===== config.mk =====
export PLATFORM = sky130hd
export DESIGN_NAME = instr_intake_seq
export DESIGN_NICKNAME = d
export VERILOG_FILES = /design/src/rtl/instr_intake_pkg.sv /design/src/rtl/intake_code_decode.sv /design/src/rtl/intake_addr_check.sv /design/src/rtl/instr_intake_seq.sv
export SDC_FILE = /design/constraint.sdc
export NUM_CORES = 1
export LEC_CHECK = 0
export BUFFER_PORTS_ARGS = -buffer_cell sky130_fd_sc_hd__buf_2
export CELL_PAD_IN_SITES_DETAIL_PLACEMENT = 1
export CELL_PAD_IN_SITES_GLOBAL_PLACEMENT = 1
export CORE_ASPECT_RATIO = 1.1
export CORE_UTILIZATION = 33
export DETAILED_ROUTE_END_ITERATION = 8
export PLACE_DENSITY_LB_ADDON = 0.1
export SLEW_MARGIN = 10
export SYNTH_ARGS = -nofsm -noshare
export SYNTH_HDL_FRONTEND = slang
export SYNTH_HIERARCHICAL = 1
export SYNTH_SLANG_ARGS = --single-unit

===== constraint.sdc =====
create_clock -name clk -period 2.2 [get_ports clk]
set_input_delay 0.44 -clock clk [delete_from_list [all_inputs] [get_ports clk]]
set_output_delay 0.44 -clock clk [all_outputs]
set_load 0.02 [all_outputs]

===== src/rtl/instr_intake_pkg.sv =====
package instr_intake_pkg;
  typedef enum logic [2:0] {
    ST_REQ1,
    ST_CHK1,
    ST_REQ2,
    ST_CHK2,
    ST_IRQ
  } seq_state_e;

  typedef enum logic [2:0] {
    CL_RD1,
    CL_RD2,
    CL_MCLR,
    CL_TERM,
    CL_OTHER
  } code_class_e;

  typedef enum logic [1:0] {
    IRQ_NONE = 2'd0,
    IRQ_SEQ  = 2'd1,
    IRQ_COMB = 2'd2,
    IRQ_ADDR = 2'd3
  } irq_code_e;
endpackage


===== src/rtl/intake_code_decode.sv =====
module intake_code_decode
  import instr_intake_pkg::*;
#(
  parameter int CODE_W = 6,
  parameter logic [CODE_W-1:0] CODE_RD1  = 6'h10,
  parameter logic [CODE_W-1:0] CODE_RD2  = 6'h11,
  parameter logic [CODE_W-1:0] CODE_MCLR = 6'h3F,
  parameter logic [CODE_W-1:0] CODE_TERM = 6'h3E
) (
  input  logic [CODE_W-1:0] code,
  output code_class_e       cls
);
  always_comb begin
    if (code == CODE_MCLR)      cls = CL_MCLR;
    else if (code == CODE_RD1)  cls = CL_RD1;
    else if (code == CODE_RD2)  cls = CL_RD2;
    else if (code == CODE_TERM) cls = CL_TERM;
    else                        cls = CL_OTHER;
  end
endmodule


===== src/rtl/intake_addr_check.sv =====
module intake_addr_check #(
  parameter int ADDR_W     = 20,
  parameter int DRUM_WORDS = 786432
) (
  input  logic [ADDR_W-1:0] addr,
  output logic              addr_ok
);
  localparam logic [ADDR_W:0] LIMIT = (ADDR_W+1)'(DRUM_WORDS);

  always_comb addr_ok = ({1'b0, addr} < LIMIT);
endmodule


===== src/rtl/instr_intake_seq.sv =====
module instr_intake_seq
  import instr_intake_pkg::*;
#(
  parameter int WORD_W     = 30,
  parameter int CODE_W     = 6,
  parameter int ADDR_W     = 20,
  parameter int DRUM_WORDS = 786432,
  parameter logic [CODE_W-1:0] CODE_RD1  = 6'h10,
  parameter logic [CODE_W-1:0] CODE_RD2  = 6'h11,
  parameter logic [CODE_W-1:0] CODE_MCLR = 6'h3F,
  parameter logic [CODE_W-1:0] CODE_TERM = 6'h3E
) (
  input  logic              clk,
  input  logic              rst_n,
  input  logic              in_valid,
  output logic              in_ready,
  input  logic [WORD_W-1:0] in_word,
  output logic              irq_valid,
  input  logic              irq_ready,
  output logic [1:0]        irq_code,
  output logic              search_start,
  output logic [ADDR_W-1:0] search_addr,
  output logic              read_abort
);
  localparam int CODE_LSB = WORD_W - CODE_W;
  localparam logic [ADDR_W:0] LIMIT = (ADDR_W+1)'(DRUM_WORDS);

  seq_state_e        state_q, state_d;
  logic [WORD_W-1:0] word_q;
  irq_code_e         irq_q, irq_d;
  logic              start_q, start_d;
  logic              abort_q, abort_d;
  logic [ADDR_W-1:0] addr_q;
  code_class_e       cls;
  logic              addr_ok;
  logic              accept;

  assign accept = in_valid && in_ready;

  intake_code_decode #(
    .CODE_W(CODE_W), .CODE_RD1(CODE_RD1), .CODE_RD2(CODE_RD2),
    .CODE_MCLR(CODE_MCLR), .CODE_TERM(CODE_TERM)
  ) dec_i (
    .code(word_q[WORD_W-1:CODE_LSB]),
    .cls (cls)
  );

  intake_addr_check #(.ADDR_W(ADDR_W), .DRUM_WORDS(DRUM_WORDS)) chk_i (
    .addr   (word_q[ADDR_W-1:0]),
    .addr_ok(addr_ok)
  );

  always_comb begin
    state_d = state_q;
    irq_d   = irq_q;
    start_d = 1'b0;
    abort_d = 1'b0;
    unique case (state_q)
      ST_REQ1: if (accept) state_d = ST_CHK1;
      ST_REQ2: if (accept) state_d = ST_CHK2;
      ST_CHK1: begin
        unique case (cls)
          CL_RD1:  state_d = ST_REQ2;
          CL_RD2:  begin state_d = ST_IRQ; irq_d = IRQ_SEQ; end
          CL_MCLR: begin state_d = ST_REQ1; abort_d = 1'b1; end
          default: state_d = ST_REQ1;
        endcase
      end
      ST_CHK2: begin
        unique case (cls)
          CL_RD2: begin
            if (addr_ok) begin
              state_d = ST_REQ1;
              start_d = 1'b1;
            end else begin
              state_d = ST_IRQ;
              irq_d   = IRQ_ADDR;
            end
          end
          CL_MCLR, CL_TERM: begin state_d = ST_REQ1; abort_d = 1'b1; end
          default: begin state_d = ST_IRQ; irq_d = IRQ_COMB; end
        endcase
      end
      ST_IRQ: if (irq_ready) begin
        state_d = ST_REQ1;
        irq_d   = IRQ_NONE;
      end
      default: state_d = ST_REQ1;
    endcase
  end

  always_ff @(posedge clk) begin
    if (!rst_n) begin
      state_q <= ST_REQ1;
      word_q  <= '0;
      irq_q   <= IRQ_NONE;
      start_q <= 1'b0;
      abort_q <= 1'b0;
      addr_q  <= '0;
    end else begin
      state_q <= state_d;
      irq_q   <= irq_d;
      start_q <= start_d;
      abort_q <= abort_d;
      if (accept) word_q <= in_word;
      if (start_d) addr_q <= word_q[ADDR_W-1:0];
    end
  end

  assign in_ready     = (state_q == ST_REQ1) || (state_q == ST_REQ2);
  assign irq_valid    = (state_q == ST_IRQ);
  assign irq_code     = irq_q;
  assign search_start = start_q;
  assign search_addr  = addr_q;
  assign read_abort   = abort_q;


  ready_drops_after_take_chk: assert property (@(posedge clk) disable iff (!rst_n)
    accept |=> !in_ready);

  start_single_cycle_chk: assert property (@(posedge clk) disable iff (!rst_n)
    search_start |=> !search_start);

  abort_single_cycle_chk: assert property (@(posedge clk) disable iff (!rst_n)
    read_abort |=> !read_abort);

  start_addr_in_range_chk: assert property (@(posedge clk) disable iff (!rst_n)
    search_start |-> ({1'b0, search_addr} < LIMIT));

  start_excl_irq_chk: assert property (@(posedge clk) disable iff (!rst_n)
    !(search_start && (irq_valid || read_abort)));

  irq_hold_chk: assert property (@(posedge clk) disable iff (!rst_n)
    (irq_valid && !irq_ready) |=> (irq_valid && $stable(irq_code)));

  irq_blocks_words_chk: assert property (@(posedge clk) disable iff (!rst_n)
    irq_valid |-> !in_ready);

  irq_release_chk: assert property (@(posedge clk) disable iff (!rst_n)
    (irq_valid && irq_ready) |=> (!irq_valid && in_ready));
endmodule


After elaboration in Yosys (flattened, before gate mapping) --
Index checks and enable logic that the tools add are counted.
Storage, ports and cells: register bits 57, input bits 34, output and inout port bits 26, word-level logic and storage cells 54
Cells by class: $lt $le $gt $ge 1, equal/unequal tests 17, mux-type cells 22, reduce and logical (&&, ||, !) cells 8
Operator list (count):
- 3-bit two-way mux | 8
- 20-bit less-than comparator (second input constant) | 1
- 3-bit one-hot mux with 5 select lines | 1
- 3-bit by 2-bit equality test with 1-bit output (second input constant) | 4
- 6-bit by 5-bit equality test with 1-bit output (second input constant) | 2
- 6-bit equality test (second input constant) | 2
- 3-bit one-hot mux with 2 select lines | 2
- 2-bit != test (second input constant) | 4
- 3-bit by 1-bit equality test with 1-bit output (second input constant) | 2
- 3-bit zero test | 2
- 2-bit two-way mux | 3
- 2-bit one-hot mux with 3 select lines | 1
- 1-bit two-way mux | 5
- 5-bit AND reduction | 1
- 2-bit one-hot mux with 2 select lines | 1
- 3-bit equality test (second input constant) | 1
- 3-bit != test (second input constant) | 1
- 3-bit AND reduction | 1
- 3-bit nonzero test | 1
- 2-bit by 1-bit != test with 1-bit output (second input constant) | 1
- 1-bit one-hot mux with 2 select lines | 1
- 2-bit OR reduction | 1
- 1-bit logical AND | 1
- 1-bit logical OR | 1

Logic depth before layout (Yosys ltp) --
Gate-level depths: netlist of the first run.
depth after elaboration 9, depth in mapped cells 7, mapped depth without buffers 6

By module --
The synthesis of the first run kept the hierarchy.
By module, submodules not included:
- instr_intake_seq | times used 1, cells each 244, area each 2054.5 um^2, seq. area each 1061.0 um^2
- intake_code_decode | times used 1, cells each 8, area each 48.8 um^2, seq. area each 0.0 um^2
- intake_addr_check | times used 1, cells each 1, area each 3.8 um^2, seq. area each 0.0 um^2

Worst setup path after synthesis of the first run --
OpenSTA, ideal clock, no wires.
path kind register to register, start point register word_q[29], end point register irq_q[0] (netlist: irq_code[0]), library setup time 0.072 ns, arrival 2.115 ns, data required time 2.128 ns, path slack 0.014 ns, cell stages (with the launch flop) 7, path buffers 0, clock period less this slack 2.186 ns, cell sequence dfxtp_1 > or4_4 > o22ai_1 > or3b_1 > nor4b_1 > o31a_2 > mux2i_1
On the way: cells in the longest elaborated chain, start to end 9, elaborated cells between the ends (all ways) 18, classes of those cells 10 x eq/ne; 6 x mux; 2 x reduce/logical
Ends and longest elaborated chain:
- from (decl) | RTL line instr_intake_seq.sv:29 | logic [WORD_W-1:0] word_q;
- from (signal assigned) | RTL line instr_intake_seq.sv:105 | if (accept) word_q <= in_word;
- 6-bit equality test | RTL line intake_code_decode.sv:17 | else if (code == CODE_TERM) cls = CL_TERM;
- 3-bit two-way mux | RTL line intake_code_decode.sv:17
- 3-bit two-way mux | RTL line intake_code_decode.sv:16 | else if (code == CODE_RD2) cls = CL_RD2;
- 3-bit two-way mux | RTL line intake_code_decode.sv:15 | else if (code == CODE_RD1) cls = CL_RD1;
- 3-bit two-way mux (*) | RTL line intake_code_decode.sv:14 | if (code == CODE_MCLR) cls = CL_MCLR;
- via cls[0] | RTL line instr_intake_seq.sv:34 | code_class_e cls;
- 3-bit by 2-bit equality test with 1-bit output | RTL line instr_intake_seq.sv:70 | unique case (cls)
- 2-bit OR reduction | RTL line instr_intake_seq.sv:70
- 2-bit one-hot mux with 2 select lines or 2-bit != test (tied branches)
- 2-bit one-hot mux with 3 select lines or 5-bit AND reduction (tied branches)
- to (signal assigned) | RTL line instr_intake_seq.sv:102 | irq_q <= irq_d;
- to (decl) | RTL line instr_intake_seq.sv:30 | irq_code_e irq_q, irq_d;
The timed path passes the listed nets; every way through them passes the cells marked *. A chain may end at the register's enable or synchronous reset.

Final worst setup path of the first run --
start point register word_q[29], end point register state_q[2]
On the way: cells in the longest elaborated chain, start to end 9, elaborated cells between the ends (all ways) 16, classes of those cells 7 x eq/ne; 7 x mux; 2 x reduce/logical
Ends and longest elaborated chain:
- 6-bit equality test | RTL line intake_code_decode.sv:17
- 3-bit two-way mux | RTL line intake_code_decode.sv:17
- 3-bit two-way mux | RTL line intake_code_decode.sv:16
- 3-bit two-way mux | RTL line intake_code_decode.sv:15
- 3-bit two-way mux (*) | RTL line intake_code_decode.sv:14
- via cls[2] | RTL line instr_intake_seq.sv:34
- 3-bit by 2-bit equality test with 1-bit output | RTL line instr_intake_seq.sv:70
- 2-bit OR reduction | RTL line instr_intake_seq.sv:70
- 3-bit one-hot mux with 2 select lines | RTL line instr_intake_seq.sv:70
- 3-bit one-hot mux with 5 select lines (*) | RTL line instr_intake_seq.sv:58 | unique case (state_q)
- to (signal assigned) | RTL line instr_intake_seq.sv:101 | state_q <= state_d;
- to (decl) | RTL line instr_intake_seq.sv:28 | seq_state_e state_q, state_d;
Marks and branches as above.

==> results of run 1 <==
[power by group through the flow]
stage	sequential, mW	clock [mW]	combinational, mW
after floorplan	1.02	0	0.0860
after global placement	1.03	0	0.134
after detailed placement	1.03	0	0.136
after CTS	1.01	0.670	0.136
after global routing	1.01	0.707	0.152
final	1.01	0.647	0.132
[state kept, by name, indices dropped and copies added (netlist names)]
register      count
search_addr      20
search_start      1
state_q           3
word_q           26
irq_code          2
read_abort        1
[cell usage in the layout (no fill, tap or decap)]
| cell | instances |
|---|---|
| sky130_fd_sc_hd__nand2_1 | 99 |
| sky130_fd_sc_hd__buf_2 | 55 |
| sky130_fd_sc_hd__dfxtp_1 | 53 |
| sky130_fd_sc_hd__a21boi_1 | 40 |
| sky130_fd_sc_hd__a21boi_0 | 6 |
| sky130_fd_sc_hd__buf_4 | 6 |
| sky130_fd_sc_hd__clkbuf_8 | 5 |
| sky130_fd_sc_hd__nor2_1 | 4 |
| sky130_fd_sc_hd__a21oi_1 | 4 |
| sky130_fd_sc_hd__nand2b_1 | 4 |
| sky130_fd_sc_hd__nand4_1 | 2 |
| sky130_fd_sc_hd__and2_1 | 2 |
| sky130_fd_sc_hd__o21a_1 | 2 |
| sky130_fd_sc_hd__or3b_1 | 2 |
| sky130_fd_sc_hd__inv_1 | 2 |
| sky130_fd_sc_hd__nor3b_1 | 1 |
| sky130_fd_sc_hd__and3b_1 | 1 |
| sky130_fd_sc_hd__and4_1 | 1 |
| sky130_fd_sc_hd__or3b_4 | 1 |
| sky130_fd_sc_hd__nor4b_2 | 1 |
| sky130_fd_sc_hd__nand3b_1 | 1 |
| sky130_fd_sc_hd__a31oi_1 | 1 |
| sky130_fd_sc_hd__o22a_1 | 1 |
| sky130_fd_sc_hd__o31a_2 | 1 |
| sky130_fd_sc_hd__o21ai_1 | 1 |
| sky130_fd_sc_hd__mux2i_1 | 1 |
| sky130_fd_sc_hd__o21ai_0 | 1 |
| sky130_fd_sc_hd__nor3_1 | 1 |
| sky130_fd_sc_hd__nand4b_1 | 1 |
| sky130_fd_sc_hd__bufinv_16 | 1 |
| sky130_fd_sc_hd__clkinv_2 | 1 |
| sky130_fd_sc_hd__or4_4 | 1 |
| sky130_fd_sc_hd__o22ai_2 | 1 |
| sky130_fd_sc_hd__a21o_1 | 1 |
| sky130_fd_sc_hd__buf_12 | 1 |
[tightest hold or removal path: cells and delay by family]
family / cells / cell delay, ps
buf+inv: 1 / 90
compound gates: 1 / 50
simple gates: 1 / 40
[cell type report]
cell class / instances / share of cell area, %
flip-flops and latches: 53 / 40.9
multi-input cells: 182 / 37.9
repair buffers: 62 / 13.1
well taps: 80 / 3.86
clock buffers: 5 / 2.65
clock inverters: 2 / 1.35
inverters: 2 / 0.289
[worst max path at each step]
stage / endpoint / slack [ps] / cells past startpoint
2_1_floorplan: irq_code[0] / 10 / 6
3_3_place_gp: irq_code[0] / 50 / 6
3_5_place_dp: irq_code[0] / 50 / 6
6_report: state_q[2] / 90 / 6
4_1_cts: irq_code[0] / 1 / 6
5_1_grt: state_q[2] / 2 / 6
[repair_timing]
action / CTS / global route
gates resized for setup: 0 / 3
setup buffers: 0 / 0
hold endpoints to repair: 0 / 0
setup endpoints to repair: 0 / 3
[cell families (layout without fill, tap and decap cells)]
logic type	after synthesis	after routing	share of synthesized area (%)
compound gates	59	59	20.4
simple gates	122	122	25.1
buf+inv	18	71	3.68
mux	1	1	0.475
flops	53	53	50.4
[per-layer routing]
metal / wire length, microns / GRT usage, % / vias up
li1: - / - / 930
met1: 2220 / 18.0 / 837
met2: 2280 / 27.3 / 36
met3: 221 / 4.04 / 5
met4: 64 / 5.05 / 0
met5: 0 / 0 / -
==> results by stage, run 1 <==
Worst setup path:
- In this run the critical register-to-register path is captured at state_q[2].
- The worst-case register-to-register setup slack is 90 ps.
- The data required time at the worst endpoint is around 2500 ps.
- Broken down by cell family, the worst path's largest delay share belongs to simple AND/OR/NAND/NOR gates.
- The nature of the critical path startpoint is a flip-flop.
- The worst register-to-register path has a depth of 6.
- Walking the worst path, the cells encountered are or4_4 > a21o_1 > or3b_4 > or3b_1 > a21oi_1 > o21a_1.
- Of all nets on the critical path, the largest fanout is 4.
- The origin of the critical flop-to-flop path is word_q[29].
- Data on the critical path arrives at its endpoint at 2360 ps.
- The worst setup path is of the flip-flop to flip-flop kind.
- The buffer and inverter count on the worst path is 0.
- The source of the critical timing path is word_q[29].
- The highest-delay cell along the critical path is sky130_fd_sc_hd__or4_4.
- The longest individual stage delay on the worst path is 540 ps.
- STA classifies the critical path endpoint as a flip-flop.

Worst hold path:
- The count of cells along the worst hold path is 3.
- The startpoint of the lowest-slack hold path is in_word[9].
- The min-delay analysis places its worst path in the category input pin to flip-flop.
- The hold path endpoint is word_q[9].

GRT:
- The via count of the first global-routing pass was 1,792.
- The total congestion overflow is 0.
- Across every metal layer, demand over resource in global routing totals 15.4%.
- The largest net degree at the start of global routing is 28.
- The first global-routing pass estimated 8.13 mm of wire.
- The initial antenna violation count is 0.

Pwr:
- The leakage power is 1.06 nW.
- The internal portion of the total power is 1.38 mW.
- The worst voltage drop across the vdd grid is 0.233 mV.
- The part of the total power dissipated in combinational logic is 7.4%.
- The sequential share of power is 56.4%.
- The switching fraction of total power is around 23%.
- For this design the total switching power over the nets is between 0.4 and 0.5 mW.
- Power spread over the standard cell area amounts to 688 nW/um^2.
- The total design power is 1.79 mW.
- Of the total power, the clock network draws 36.2%.

Detailed routing:
- The remaining routing DRC violations is 0.
- The remaining antenna violation count is 0.
- For this block, the routed nets add up to 4.79 mm of wire.
- The DRC violation total after the first TritonRoute iteration is 56.
- The routed layout has 1,808 vias.
- The first detailed-routing pass ran for 4 iterations.
- The detail-routed via count per cell is 4.68.
- The per-cell routed wire length is about 12 microns.

Timing:
- The post-route clock period utilization is 96.0%.
- The shortest clock period the worst path allows after layout is 2110 ps.
- After routing, the total negative slack on setup checks comes to 0 ps.
- For the pin with the worst max-slew slack, the measured transition is 334 ps.
- The headroom to the max-slew limit is about 80%.
- The highest clock frequency the design can meet is 474 MHz.
- Hold timing on the final database bottoms out at a slack of 357 ps.
- Setup violations remaining at the end of the flow were counted as 0.
- The number of hold violations in the final report came to 0.
- The max-slew violation total from the final report is 0.
- The slack of the critical path is between 80 and 90 ps.
- Setup repair after global routing left no endpoint under its margin.
- For the final database, setup skew stands at 5.81 ps.

CTS:
- Counting along the longest clock path gives a buffer depth of 2.
- In this run, CTS created clock tree buffers numbering 5.
- TritonCTS built the clock tree.
- The sink count of the clock tree is 53.
- The buffer cell driving the clock tree root is sky130_fd_sc_hd__clkbuf_8.
- The H-tree was split into 2 levels.
- The clock reaches the later pin of the worst-skew pair after 300 ps.
- The total of hold buffers inserted after clock tree synthesis is 0.
- The clock slew seen by the registers of the worst setup and hold paths is 90 ps.

Placed design:
- At the end of routability-driven placement, the weighted congestion stood at around 0.8.
- The pre-CTS setup slack is 46.8 ps.
- Buffers placed on the I/O ports in this run total 55.
- The cell area after placement is 2480 sq um.
- The detailed placer's ending HPWL is 3.17 mm.
- In this run, placement finished with an instance count of 379.

Die:
- The area of the core region is 6160 sq um.
- The initial utilization of the core area, before any placement, comes to 34.2%.
- The area of the die is 6710 sq um.
- Pin placement for this block handled 60 I/O pins.
- In this run the horizontal extent of the chip is 78.2 microns.
- The die is 85.8 microns tall.
- The number of placement rows is 30.

Cells and area:
- The final cell count without fillers is 386.
- At the end of the flow the core is filled with cells to 42.2%.
- The net count of the finished layout is 340.
- The final antenna diode count is 0.
- Summing all multi-input logic gate instances after layout gives just under 1000 sq um.
- The fill cell instance count of the final layout is 808.
- The post-route netlist has 24.2% of its cells at a drive strength greater than 1.
- After routing the design area is 2600 sq um.
- The area used by sequential logic in the layout is roughly 1100 sq um.
- The area growth from synthesis to layout is 23.2%.

Synthesis:
- Yosys mapped the design onto 30 distinct sky130hd cell types.
- Synthesis produced a netlist whose cell count is 253.
- The number of nets in the synthesized netlist is 287.
- In this run, synthesis produced a sequential element count of 53.
- The sequential element share of the synthesized area is between 50 and 60%.
- The cell area that synthesis handed to floorplanning was 2110 sq um.
- Ranked by total cell area, the synthesized netlist is headed by sky130_fd_sc_hd__dfxtp_1 50%, sky130_fd_sc_hd__nand2_1 18%, sky130_fd_sc_hd__a21boi_1 14%.
- The synthesized design contains 0 enable-type register cells.
- The synthesized design spends more area on one cell type than any other, namely sky130_fd_sc_hd__dfxtp_1.
- Among all flip-flop cells after synthesis, the most frequent one is sky130_fd_sc_hd__dfxtp_1.
- In the synthesized netlist the async set-or-reset flop fraction comes to 0%.
- The mean instance size in the synthesized netlist is 8.33 sq um.
- sky130_fd_sc_hd__nand2_1 is the most common cell in the netlist.
- The commonest cells after synthesis are 99 x sky130_fd_sc_hd__nand2_1, 53 x sky130_fd_sc_hd__dfxtp_1, 40 x sky130_fd_sc_hd__a21boi_1.
- The yosys synthesis warning count is 6.
- The fraction of synthesized cell area taken by the top area cell type is 50.4%.

Flow run:
- The count of max-cap constraint violations is 0.

Outcome:
- The flow ran to the end, and the final reports show no timing, DRC or antenna violations.
Note: power is estimated with default switching activity, not from simulation.
==> run 2, diff against run 1 <==
- CORE_UTILIZATION: 33 -> 37
- SKIP_LAST_GASP: default -> 1
- clock period: 2.2 -> 2.25 ns (I/O delays scaled with it)
==> results by stage, run 2 (synthesis gave the netlist of run 1 again) <==
Timing:
- The final setup TNS is 0 ps (unchanged).
- The number of hold violations in the final report is 0 (unchanged).
- Setup repair after global routing left no endpoint under its margin.
- The hold slack came to 384 ps (+27.4 ps).
- The max-slew violation total from the final report is 0 (unchanged).
- The shortest clock period the worst path allows after layout is 2150 ps (+35.3 ps).
- The number of setup violations in the final report came to 0 (unchanged).
- The final clock skew was 5.69 ps (-0.119 ps).
- The headroom to the max-slew limit is 76.6% (-1.1 points).
- The transition time at the pin with the least slew margin is 350 ps (+16.3 ps).
- The post-route clock period utilization came to 95.4% (-0.56 points).
- The highest clock frequency the design can meet is 466 MHz (-1.6%).

Detailed routing:
- The detail-routed via count per cell is 4.74 (+1.2%).
- The remaining antenna violation count is 0 (unchanged).
- The overall routed net length was 4.81 mm (+0.33%).
- The per-cell routed wire length is 12.6 microns (+1.4%).
- The length of the first detailed-routing pass in iterations is 4 (unchanged).
- The DRC violation total after the first TritonRoute iteration was 94 (+68%).
- The remaining routing DRC violations was 0 (unchanged).
- The overall via count from detail_route was 1,811 (+0.17%).

GRT:
- The initial antenna violation count is 0 (unchanged).
- The total congestion overflow is 0 (unchanged).
- The largest net degree at the start of global routing came to 41 (+46%).
- The global-route usage over all layers was 17.1% (+1.7 points).
- The via count of the first global-routing pass came to 1,739 (-3.0%).
- The wire length of the first global-routing pass is 7.91 mm (-2.7%).

Worst setup path:
- The longest individual stage delay on the worst path is 550 ps (about the same).
- The worst setup path is launched from a flip-flop.
- The data required time at the worst endpoint is 2490 ps (+40 ps).
- The data arrival time of the worst path came to 2390 ps (+30 ps).
- Tracing the worst setup path back leads to its startpoint at word_q[29].
- The buffer and inverter count on the worst path is 0 (unchanged).
- The capturing element type of the critical path is a flip-flop.
- Among all stages on the critical path, the largest delay is contributed by sky130_fd_sc_hd__or4_4.
- The critical path is of the flip-flop to flip-flop type.
- The critical path goes through or4_4 > o22ai_2 > or3b_4 > or3b_1 > a21oi_1 > o21a_1.
- Broken down by cell family, the worst path's largest delay share belongs to simple AND/OR/NAND/NOR gates.
- The critical-path maximum fanout was 3 (-1).
- The origin of the critical flop-to-flop path is word_q[29].

Placed design:
- The placed instance count was 374 (-1.3%).
- The final RePlAce weighted congestion is 0.783 (-0.60%).
- The count of buffers from port buffering is 55 (unchanged).
- The detailed placer's ending HPWL is 3.30 mm (+4.0%).

CTS:
- The post-CTS setup buffer count came to 0 (unchanged).
- The total of cells resized after clock tree synthesis is 0 (unchanged).
- The clock tree from TritonCTS is done.
- The tree is rooted in a sky130_fd_sc_hd__clkbuf_8.
- The sink count of the clock tree is 53 (unchanged).
- The clock slew seen by the registers of the worst setup and hold paths was 90 ps (about the same).
- The total number of H-tree levels is 2 (unchanged).
- The worst-skew pair later-pin latency came to 290 ps (about the same).
- The maximum buffer depth of the clock tree is 2 (unchanged).
- The total of hold buffers inserted after clock tree synthesis was 0 (unchanged).
- The number of clock buffers inserted by TritonCTS came to 5 (unchanged).

Cells and area:
- The area used by multi-input combinational logic came to 985 sq um (+0.13%).
- The number of flip-flops under the largest register name is 26 (unchanged).
- The final antenna diode count is 0 (unchanged).
- The post-layout net count is 340 (unchanged).
- The fraction of layout instances using a drive strength above 1 was 24.8% (+0.57 points).
- The library cells used most frequently in the layout, excluding fill and tap cells, are 99 x sky130_fd_sc_hd__nand2_1, 55 x sky130_fd_sc_hd__buf_2, 53 x sky130_fd_sc_hd__dfxtp_1.
- The final cell count without fillers is 382 (-1.0%).
- The area added between synthesis and finish is 22.9%.
- The most common cell after layout, fill and taps aside is sky130_fd_sc_hd__nand2_1.
- word_q holds more flip-flops than any other register.
- The fill cell instance count of the final layout is 694 (-14%).
- The area used by sequential logic in the layout is 1060 sq um (unchanged).

Pwr:
- The power density over the cells is 650 nW/um^2 (-5.5%).
- The worst voltage drop across the vdd grid is 0.364 mV (+56%).
- The total design power came to 1.68 mW (-5.8%).
- The leakage power is 1.06 nW (about the same).

Die:
- The number of placement rows is 28 (-6.7%).
- The number of ports placed on the die boundary is 60 (unchanged).
- The area of the die was 6000 sq um (-11%).
- The x dimension of the die is 74.0 microns (-5.4%).
- The chip height was 81.1 microns (-5.4%).
- The area of the core region is 5430 sq um (-12%).
- The initial cell density of the core is 38.8% (+4.6 points).

Worst hold path:
- The worst min-delay path category is input pin to flip-flop.
- The startpoint of the lowest-slack hold path is in_word[26].

Outcome:
- The flow ran to the end, and the final reports show no timing, DRC or antenna violations.

Flow run:
- The count of max-cap constraint violations is 0 (unchanged).
[run 2: final timing paths]
kind / end / slack, ps / depth (start not counted)
worst max-delay path: state_q[2] / 100 / 6
worst min-delay path: word_q[26] / 380 / 3
worst min register to register: search_addr[17] / 450 / 2
worst max register to register: state_q[2] / 100 / 6
[run 2: per-layer routing]
layer,global-route usage (%),vias up,part of all wire [%]
met3,3.35,4,4.4
met4,5.19,0,0.81
li1,-,936,-
met5,0,-,0
met1,22.2,827,49
met2,28.5,44,45
[run 2: report_power, final]
part | switching, mW | total, mW | internal (mW)
combinational | 0.0684 | 0.130 | 0.0619
clock | 0.289 | 0.567 | 0.279
sequential | 0.0185 | 0.985 | 0.967
total | 0.376 | 1.68 | 1.31
[run 2: worst min-delay path, delay by kind of cell]
kind / cells / cell delay [ps]
and+or+nand+nor: 1 / 50
buffers and inverters: 1 / 100
AOI/OAI and AO/OA: 1 / 50
[run 2: layout make-up]
cell class,instances,area share (%)
clock inverter,1,0.193
clock buffer,7,3.72
timing repair buffer,62,13.1
multi-input combinational,182,38.0
tap,75,3.62
sequential,53,41.0
inverter,2,0.290
[run 2: through the flow]
| step | util [%] | setup WS (ps) | cell area [sq um] |
|---|---|---|---|
| after global placement | 45.5 | 105 | 2470 |
| after global routing | 47.7 | 2.53 | 2590 |
| final | 47.7 | 103 | 2590 |
| after floorplan | - | 63.9 | 2110 |
| after CTS | 47.4 | 24.5 | 2570 |
| after detailed placement | 45.5 | 64.3 | 2470 |
==> run 3, diff against run 2 <==
- REMOVE_ABC_BUFFERS: default -> 1
==> results by stage, run 3 (synthesis gave the netlist of run 1 again) <==
Outcome:
- The run finished with clean final reports.

Detailed routing:
- The met1 wire length was 2.18 mm (-8.2%).
- The per-cell routed wire length is 12.3 microns (-1.9%).
- The top routing layer in use is met4.
- The detail-routed via count per cell was 4.72 (-0.41%).
- The overall routed net length is 4.74 mm (-1.4%).
- The detailed-routed wire length on met2 is 2.30 mm (+5.2%).
- The DRC violation total after the first TritonRoute iteration is 41 (-56%).
- The remaining antenna violation count is 0 (unchanged).
- The length of the first detailed-routing pass in iterations was 4 (unchanged).
- The routed length on met3 is 196 microns (-7.1%).
- The overall via count from detail_route is 1,813 (+0.11%).
- The remaining routing DRC violations is 0 (unchanged).

Pwr:
- The leakage power came to 1.08 nW (+1.1%).
- The worst voltage drop across the vdd grid is 0.400 mV (+10%).
- The power density over the cells came to 683 nW/um^2 (+5.0%).

Cells and area:
- The top cell types in the final layout, fill and taps aside, are 99 x sky130_fd_sc_hd__nand2_1, 55 x sky130_fd_sc_hd__buf_2, 53 x sky130_fd_sc_hd__dfxtp_1.
- The number of flip-flops under the largest register name is 26 (unchanged).
- Compared with the post-synthesis result, the final layout area differs by 24.4%.
- The final cell count without fillers is 384 (+0.52%).
- The final antenna diode count was 0 (unchanged).
- The fraction of layout instances using a drive strength above 1 is 24.9% (+0.16 points).
- The final design instance area without fill came to 2620 sq um (+1.3%).
- The most common cell after layout, fill and taps aside is sky130_fd_sc_hd__nand2_1.
- The post-layout net count was 342 (+0.59%).
- The fill cell instance count of the final layout is 683 (-1.6%).
- More flip-flops sit in one register than any other, and that register is word_q.

Timing:
- Setup repair after global routing left no endpoint under its margin.
- The number of hold violations in the final report is 0 (unchanged).
- The highest clock frequency the design can meet was 464 MHz (-0.46%).
- The transition time at the pin with the least slew margin is 336 ps (-13.5 ps).
- The headroom to the max-slew limit is 77.5% (+0.90 points).
- The number of setup violations in the final report was 0 (unchanged).
- The post-route clock period utilization came to 95.9% (+0.44 points).
- The final setup TNS is 0 ps (unchanged).
- The max-slew violation total from the final report is 0 (unchanged).
- The shortest clock period the worst path allows after layout came to 2160 ps (+9.95 ps).
- The final clock skew is 4.83 ps (-0.864 ps).

Worst setup path:
- Walking the worst path, the cells encountered are or4_4 > a21o_1 > or3b_4 > or3b_1 > a21oi_1 > o21a_1.
- The buffer and inverter count on the worst path is 0 (unchanged).
- On the critical path the largest part of the delay comes from simple AND/OR/NAND/NOR gates.
- The data required time at the worst endpoint is 2510 ps (+20 ps).
- The highest-delay cell along the critical path is sky130_fd_sc_hd__or4_4.
- The type of the worst setup path is flip-flop to flip-flop.
- The nature of the critical path startpoint is a flip-flop.
- The data arrival time of the worst path is 2410 ps (+20 ps).
- The critical-path maximum fanout is 4 (+1).
- The longest individual stage delay on the worst path is 540 ps (about the same).
- The capturing element type of the critical path is a flip-flop.

Placed design:
- The placed instance count is 376 (+0.53%).
- The cell area after placement came to 2490 sq um (+0.61%).
- The detailed placer's ending HPWL is 3.40 mm (+3.3%).
- The final RePlAce weighted congestion came to 0.736 (-6.1%).
- The count of buffers from port buffering is 55 (unchanged).

CTS:
- The total of cells resized after clock tree synthesis is 0 (unchanged).
- The worst-skew pair later-pin latency is 300 ps (about the same).
- The clock slew seen by the registers of the worst setup and hold paths was 90 ps (about the same).
- The post-CTS setup buffer count was 0 (unchanged).
- CTS placed an instance of sky130_fd_sc_hd__clkbuf_8 at the clock tree root.
- The sink count of the clock tree is 53 (unchanged).
- The maximum buffer depth of the clock tree is 2 (unchanged).
- The number of clock buffers inserted by TritonCTS came to 5 (unchanged).
- The total number of H-tree levels is 2 (unchanged).
- The clock tree from TritonCTS is done.
- The total of hold buffers inserted after clock tree synthesis was 0 (unchanged).

GRT:
- The via count of the first global-routing pass is 1,798 (+3.4%).
- The initial antenna violation count is 0 (unchanged).
- The global-route usage over all layers is 17.6% (+0.51 points).
- The largest net degree at the start of global routing is 28 (-32%).
- The wire length of the first global-routing pass was 8.01 mm (+1.3%).
- The total congestion overflow is 0 (unchanged).

Worst hold path:
- The worst min-delay path category is input pin to flip-flop.

Die:
- The x dimension of the die is 74.0 microns (unchanged).
- The number of ports placed on the die boundary is 60 (unchanged).
- The chip height was 81.1 microns (unchanged).
- The area of the die is 6000 sq um (unchanged).
- The number of placement rows was 28 (unchanged).
- The initial cell density of the core is 38.8% (unchanged).
- The area of the core region is 5430 sq um (unchanged).

Flow run:
- The count of max-cap constraint violations came to 0 (unchanged).
-- run 3: cell count changes in the layout (fill, tap and decap cells not counted) --
cell / previous run / this run
sky130_fd_sc_hd__buf_4: 6 / 8
sky130_fd_sc_hd__and4_1: 0 / 1
sky130_fd_sc_hd__and4_2: 1 / 0
sky130_fd_sc_hd__bufinv_16: 0 / 1
sky130_fd_sc_hd__clkbuf_8: 7 / 6
sky130_fd_sc_hd__clkinv_2: 1 / 0
sky130_fd_sc_hd__clkinvlp_4: 0 / 1
-- run 3: cell type report --
| type | instances | area, sq um | share of cell area [%] |
|---|---|---|---|
| sequential | 53 | 1060 | 40.5 |
| tap | 75 | 93.8 | 3.58 |
| timing repair buffer | 64 | 355 | 13.6 |
| inverter | 2 | 7.51 | 0.286 |
| clock inverter | 2 | 37.5 | 1.43 |
| multi-input combinational | 182 | 983 | 37.5 |
| clock buffer | 6 | 82.6 | 3.15 |
-- run 3: metal layers --
metal  up-vias  global-route usage, %
met5         -                      0
met4         0                   5.77
met3         6                   4.22
met2        34                   31.1
met1       835                   20.7
li1        938                      -
-- run 3: where the power goes --
part	total, mW	internal (mW)	switching (mW)
Sequential	0.985	0.967	0.0182
Combinational	0.131	0.0628	0.0686
Clock	0.673	0.362	0.311
Total	1.79	1.39	0.398
-- run 3: worst paths after layout --
kind	startpoint	to	slack, ps	depth (start not counted)
worst min-delay path	in_word[24]	word_q[24]	370	3
worst max-delay path	word_q[29]	state_q[2]	90	6
worst min register to register	word_q[2]	search_addr[2]	450	2
worst max register to register	word_q[29]	state_q[2]	90	6
-- run 3: stage by stage --
step                      util (%)  worst slack [ps]  hold slack (ps)  total power [mW]
after global placement        45.8               104              438              1.14
after global routing          48.3              3.07              363              1.88
after floorplan                  -              63.9              431              1.07
after detailed placement      45.8              45.9              446              1.14
final                         48.3              93.2              370              1.79
after CTS                     48.0              15.5              360              1.82
-- run 3: worst register-to-register path, stage by stage, from the launching register on --
cell and delay, ps:
sky130_fd_sc_hd__dfxtp_1 330, sky130_fd_sc_hd__or4_4 540, sky130_fd_sc_hd__a21o_1 230, sky130_fd_sc_hd__or3b_4 400, sky130_fd_sc_hd__or3b_1 350, sky130_fd_sc_hd__a21oi_1 150
sky130_fd_sc_hd__o21a_1 120
